`config.mk`:
```
export PLATFORM = sky130hd
export DESIGN_NAME = exc_entry_seq
export DESIGN_NICKNAME = d
export VERILOG_FILES = /design/src/rtl/exc_seq_pkg.sv /design/src/rtl/exc_mask_calc.sv /design/src/rtl/exc_addr_gen.sv /design/src/rtl/exc_holdoff.sv /design/src/rtl/exc_entry_seq.sv
export SDC_FILE = /design/constraint.sdc
export NUM_CORES = 1
export LEC_CHECK = 0
export BUFFER_PORTS_ARGS = -buffer_cell sky130_fd_sc_hd__buf_2
export CORE_AREA = 2 2 124 126
export CTS_BUF_LIST = sky130_fd_sc_hd__clkbuf_2
export DETAILED_ROUTE_END_ITERATION = 12
export DIE_AREA = 0 0 126 128
export MAX_ROUTING_LAYER = met4
export PLACE_DENSITY = 0.83
export SYNTH_ARGS = -nofsm -noshare
export SYNTH_HDL_FRONTEND = slang
export SYNTH_HIERARCHICAL = 1
export SYNTH_SLANG_ARGS = --single-unit
```
`constraint.sdc`:
```
create_clock -name clk -period 3.4 [get_ports clk]
set_input_delay 0.85 -clock clk [delete_from_list [all_inputs] [get_ports clk]]
set_output_delay 0.85 -clock clk [all_outputs]
set_load 0.1 [all_outputs]
```
`src/rtl/exc_seq_pkg.sv`:
```
package exc_seq_pkg;
  typedef enum logic [2:0] {
    S_RVEC     = 3'd0,
    S_IDLE     = 3'd1,
    S_PUSH_PC  = 3'd2,
    S_PUSH_CCR = 3'd3,
    S_MASK     = 3'd4,
    S_VEC      = 3'd5,
    S_DONE     = 3'd6
  } seq_state_t;
endpackage

```
`src/rtl/exc_mask_calc.sv`:
```
module exc_mask_calc #(
  parameter int CW     = 8,
  parameter int I_BIT  = 7,
  parameter int UI_BIT = 6
) (
  input  logic [CW-1:0] ccr_in,
  input  logic          ue,
  output logic [CW-1:0] ccr_out
);
  logic [CW-1:0] set_bits;
  for (genvar b = 0; b < CW; b++) begin : g_bit
    if (b == I_BIT) begin : g_i
      assign set_bits[b] = 1'b1;
    end else if (b == UI_BIT) begin : g_ui
      assign set_bits[b] = ~ue;
    end else begin : g_keep
      assign set_bits[b] = 1'b0;
    end
  end
  assign ccr_out = ccr_in | set_bits;
endmodule

```
`src/rtl/exc_addr_gen.sv`:
```
module exc_addr_gen #(
  parameter int AW = 32,
  parameter int VW = 4
) (
  input  logic [AW-1:0] sp_base,
  input  logic [VW-1:0] vec_num,
  output logic [AW-1:0] pc_slot,
  output logic [AW-1:0] ccr_slot,
  output logic [AW-1:0] vec_addr
);
  localparam int          SLOT_BYTES = AW / 8;
  localparam logic [AW-1:0] SLOT    = AW'(SLOT_BYTES);
  localparam int          VSHIFT     = 2;

  assign pc_slot  = sp_base - SLOT;
  assign ccr_slot = sp_base - (SLOT << 1);
  assign vec_addr = AW'(vec_num) << VSHIFT;
endmodule

```
`src/rtl/exc_holdoff.sv`:
```
module exc_holdoff #(
  parameter int HOLD_CYC = 4
) (
  input  logic clk,
  input  logic rst_n,
  input  logic start,
  output logic active
);
  localparam int HW = $clog2(HOLD_CYC + 1);
  logic [HW-1:0] cnt;

  always_ff @(posedge clk or negedge rst_n) begin
    if (!rst_n) begin
      cnt <= '0;
    end else if (start) begin
      cnt <= HW'(HOLD_CYC);
    end else if (cnt != '0) begin
      cnt <= cnt - 1'b1;
    end
  end
  assign active = (cnt != '0);
endmodule

```
`src/rtl/exc_entry_seq.sv`:
```
module exc_entry_seq
  import exc_seq_pkg::*;
#(
  parameter int AW       = 32,
  parameter int CW       = 8,
  parameter int VW       = 4,
  parameter int HOLD_CYC = 4,
  parameter int I_BIT    = 7,
  parameter int UI_BIT   = 6
) (
  input  logic          clk,
  input  logic          rst_n,
  input  logic          exc_valid,
  output logic          exc_ready,
  input  logic [VW-1:0] exc_vec,
  input  logic [AW-1:0] cur_pc,
  input  logic [CW-1:0] cur_ccr,
  input  logic [AW-1:0] cur_sp,
  input  logic          ue,
  output logic          mem_valid,
  input  logic          mem_ready,
  output logic          mem_we,
  output logic [AW-1:0] mem_addr,
  output logic [AW-1:0] mem_wdata,
  input  logic [AW-1:0] mem_rdata,
  output logic          done,
  output logic [AW-1:0] new_pc,
  output logic          sp_wr,
  output logic [AW-1:0] new_sp,
  output logic          ccr_wr,
  output logic [CW-1:0] new_ccr
);
  seq_state_t    state;
  logic [VW-1:0] vec_q;
  logic [AW-1:0] pc_q, sp_q, pc_new_q;
  logic [CW-1:0] ccr_q, ccr_new_q;
  logic          ue_q, from_rst;
  logic [AW-1:0] pc_slot, ccr_slot, vec_addr;
  logic [CW-1:0] ccr_masked;
  logic          hold_active;
  logic          accept, xfer, rst_done;

  exc_addr_gen #(.AW(AW), .VW(VW)) u_addr (
    .sp_base (sp_q),
    .vec_num (vec_q),
    .pc_slot (pc_slot),
    .ccr_slot(ccr_slot),
    .vec_addr(vec_addr)
  );

  exc_mask_calc #(.CW(CW), .I_BIT(I_BIT), .UI_BIT(UI_BIT)) u_mask (
    .ccr_in (ccr_q),
    .ue     (ue_q),
    .ccr_out(ccr_masked)
  );

  assign rst_done = (state == S_DONE) && from_rst;

  exc_holdoff #(.HOLD_CYC(HOLD_CYC)) u_hold (
    .clk   (clk),
    .rst_n (rst_n),
    .start (rst_done),
    .active(hold_active)
  );

  assign exc_ready = rst_n && (state == S_IDLE) && !hold_active;
  assign accept    = exc_valid && exc_ready;
  assign xfer      = mem_valid && mem_ready;

  always_ff @(posedge clk or negedge rst_n) begin
    if (!rst_n) begin
      state     <= S_RVEC;
      from_rst  <= 1'b1;
      vec_q     <= '0;
      pc_q      <= '0;
      sp_q      <= '0;
      ccr_q     <= '0;
      ue_q      <= 1'b0;
      pc_new_q  <= '0;
      ccr_new_q <= '0;
    end else begin
      case (state)
        S_RVEC: if (xfer) begin
          pc_new_q <= mem_rdata;
          state    <= S_DONE;
        end
        S_IDLE: if (accept) begin
          vec_q    <= exc_vec;
          pc_q     <= cur_pc;
          sp_q     <= cur_sp;
          ccr_q    <= cur_ccr;
          ue_q     <= ue;
          from_rst <= 1'b0;
          state    <= S_PUSH_PC;
        end
        S_PUSH_PC:  if (xfer) state <= S_PUSH_CCR;
        S_PUSH_CCR: if (xfer) state <= S_MASK;
        S_MASK: begin
          ccr_new_q <= ccr_masked;
          state     <= S_VEC;
        end
        S_VEC: if (xfer) begin
          pc_new_q <= mem_rdata;
          state    <= S_DONE;
        end
        S_DONE:  state <= S_IDLE;
        default: state <= S_IDLE;
      endcase
    end
  end

  always_comb begin
    mem_valid = 1'b0;
    mem_we    = 1'b0;
    mem_addr  = '0;
    mem_wdata = '0;
    if (rst_n) begin
      case (state)
        S_RVEC: begin
          mem_valid = 1'b1;
          mem_addr  = '0;
        end
        S_PUSH_PC: begin
          mem_valid = 1'b1;
          mem_we    = 1'b1;
          mem_addr  = pc_slot;
          mem_wdata = pc_q;
        end
        S_PUSH_CCR: begin
          mem_valid = 1'b1;
          mem_we    = 1'b1;
          mem_addr  = ccr_slot;
          mem_wdata = AW'(ccr_q);
        end
        S_VEC: begin
          mem_valid = 1'b1;
          mem_addr  = vec_addr;
        end
        default: ;
      endcase
    end
  end

  assign done    = rst_n && (state == S_DONE);
  assign sp_wr   = done && !from_rst;
  assign ccr_wr  = done && !from_rst;
  assign new_pc  = pc_new_q;
  assign new_sp  = ccr_slot;
  assign new_ccr = ccr_new_q;
endmodule

```
==> results.cfg <==
[worst_setup_path]
setup.worst_path.start = sp_q[3]
rr_startpoint = state[2]
crit_path_frequent_cell = buf_12
setup.worst_path.end_class = output port
cp.required_ns = 2.55
cp_slowest_cell = dfrtp_2
crit_path_cell_trace = clkinvlp_4 -> ha_4 -> nor4b_4 -> buf_6 -> buf_12 -> nand4_1 -> nor4_4 -> xor2_1 -> nand2_1 -> a31oi_4 -> buf_12
critical_path_class = flop to output port
worst_path_largest_cell_delay_ns = 0.49
cp-start-kind = flop
worstPathMaxFanout = 4
worst_ep_arrival_time_ns = 3.62
timing.reg2reg.worst_path_depth = 5

[worst_hold_path]
hold_path_startpoint = mem_rdata[22]
min_delay_path_depth = 2
worst_hold_path_type = input pin to flop

[clocking]
root_buffer = clkbuf_2
clk-insertion-delay-late_ns = 0.77
tritoncts_clock_tree = built
clk_pin_slew_ns = 0.23
ctsHtreeMaxLevel = 4
clock_sinks = 124
cts_buffers = 17
cts_buffer_depth = 2

[floorplanning]
die_x_um = 126
die_area_sq_mm = 0.0161
design.core.area_sq_mm = 0.0149
top_level_ports = 255
row_count = 45
initial_standard_cell_utilization_of_the_core = 0.521
dieHeight_um = 128

[drt]
drt-total-wl_mm = 34.9
drc = 0
detail_route.vias_per_cell = 6.31
antenna_violating_nets_post_route = 0
drt-pass1-iter-count = 7
initial_drt_markers = 877
vias = 7953
wl_per_cell_um = 27.7

[synthesis]
yosysTopAreaCell = dfrtp_1
number_of_flops_mapped_to_enable_cells_by_yosys = 0
synth-seq-area-share = 0.400
post_synth_inst_count = 714
ys_warn_count = 6
most_common_library_cells_after_synthesis = dfrtp_1 (123), mux2_4 (77), nand3_1 (71), nand2_1 (49), buf_4 (48)
avgSynthCellArea_sq_um = 10.9
synthMostInstantiatedCell = dfrtp_1
synth.ff_latch_count = 124
synthArstFlopShare = 1.00
synth.cell_area_sq_mm = 0.00775
synth_top_area_frac = 0.397
post_synth_main_area_contributors = dfrtp_1 (40%), mux2_4 (15%), mux2_1 (5.8%)
synth.lib_cells_used.distinct = 55
synth_flop_cell = dfrtp_1

[placement]
finalWeightedCongestion = 0.911
post-dp-hpwl_mm = 17.5
placement.cell_area_sq_mm = 0.0116
port_buf_inserts = 254
pre_cts_slack_ns = -0.0233

[timing]
report.final.slew_viol_count = 0
final.min_clock_period_ns = 4.47
period_share = 1.32
timing.hold.ws_ns = 0.268
slew_headroom = 0.399
fin_skew_ns = 0.0511
rsz_0062_raised_after_global_routing = yes
max_freq_mhz = 224
worst_setup_margin_ns = -1.07
hold_violations = 0
worst_slew_pin_slew_ns = 0.902
timing.final.setup_violations = 81

[run_status]
outcome = finished with violations
failing_checks = setup timing

[final_layout]
n_fill_cell = 580
post_route_cells_drive_above_1_share = 0.628
stdcell_area_sq_mm = 0.0134
finish.net_count = 1175
syn2layout_area_growth_pct = 72.8

[global_route]
via_count_of_the_first_global_routing_pass = 8120
grt_antenna_before_repair = 1
largest_net_degree_at_the_start_of_global_routing = 72
global_route.overflow_total = 0
grt.total_usage = 0.373
grt_first_pass_wirelength_mm = 44.8

[flow_run]
drv_cap = 0
-- sequential cells by signal (all words and copies together), names as in the netlist, 3 cells and up --
| signal | cells |
|---|---|
| new_ccr | 8 |
| vec_q | 4 |
| u_hold/cnt | 3 |
| new_pc | 32 |
| pc_q | 32 |
| sp_q | 32 |
| ccr_q | 8 |
| state | 3 |
-- what timing repair did --
item	4_1_cts	5_1_grt
cloned	0	0
buffers inserted	60	30
resized for setup	149	61
setup endpoints to repair	92	91
hold endpoints to repair	17	0
hold buffers	1	0
pin swaps	59	34
-- per-stage QoR --
step	util	setup TNS (ns)	instances
after floorplan	-	-17.43	741
after global placement	0.777	0	1143
after detailed placement	0.777	-0.0233	1143
after CTS	0.870	-16.48	1234
after global routing	0.901	-37.13	1260
final	0.901	-31.84	1260
-- layout by cell type (no fill, tap or decap), types with 10 or more instances in the layout --
| master | n |
|---|---|
| a31oi_4 | 31 |
| and2_1 | 25 |
| buf_12 | 105 |
| buf_2 | 157 |
| buf_4 | 89 |
| buf_6 | 46 |
| clkbuf_2 | 19 |
| conb_1 | 29 |
| dfrtp_1 | 112 |
| dfrtp_2 | 11 |
| mux2_1 | 40 |
| mux2_4 | 77 |
| nand2_1 | 37 |
| nand3_1 | 54 |
| nand3_2 | 11 |
| nand4_1 | 10 |
| nor2_1 | 21 |
| nor4_4 | 15 |
| xnor2_4 | 12 |
| xor2_1 | 20 |
| xor2_4 | 13 |
-- final cells by class --
class	count	area (sq um)	share of cell area
Multi-Input combinational cell	508	5690	0.425
Timing Repair Buffer	398	4080	0.305
Sequential cell	124	3120	0.233
Tap cell	188	235	0.0176
Clock inverter	13	125	0.00934
Clock buffer	19	95.1	0.00710
Inverter	9	41.3	0.00308
Antenna cell	1	2.50	0.000187
-- final timing paths --
check                                     to  slack, ns
worst min-delay path              new_pc[22]       0.27
worst min register to register    new_pc[10]       0.50
max in group asynchronous         new_pc[25]       1.05
min in group asynchronous           state[0]       0.53
worst max register to register     new_pc[3]       1.10
worst max-delay path            mem_addr[31]      -1.07
-- layer usage --
metal / track usage / part of all wire / vias to the layer above / routed length, um
met5: - / 0 / - / 0
met3: 0.0935 / 0.087 / 265 / 3050
li1: - / - / 3106 / -
met4: 0.191 / 0.080 / 0 / 2780
met2: 0.652 / 0.49 / 652 / 17300
met1: 0.393 / 0.34 / 3930 / 11800
-- cell families after synthesis --
family                   share of synthesized area
AO/OA/AOI/OAI                               0.0339
XOR/XNOR                                    0.0633
adder cells (fa/ha/maj)                    0.00646
buffers and inverters                       0.0886
flip-flops                                   0.400
multiplexers                                 0.219
other                                     0.000969
AND/OR/NAND/NOR                              0.187
-- worst max-delay path, delay by kind of cell, from the launching register on --
kind	cells	cell delay, ns
AO/OA/AOI/OAI	1	0.30
XOR/XNOR	1	0.22
adder cells (fa/ha/maj)	1	0.13
buffers and inverters	4	0.61
flip-flops	1	0.49
AND/OR/NAND/NOR	4	1.11
Power is left out: the tool's default activity adds up to more than one toggle a clock period on the data nets, which glitch-free logic cannot reach.
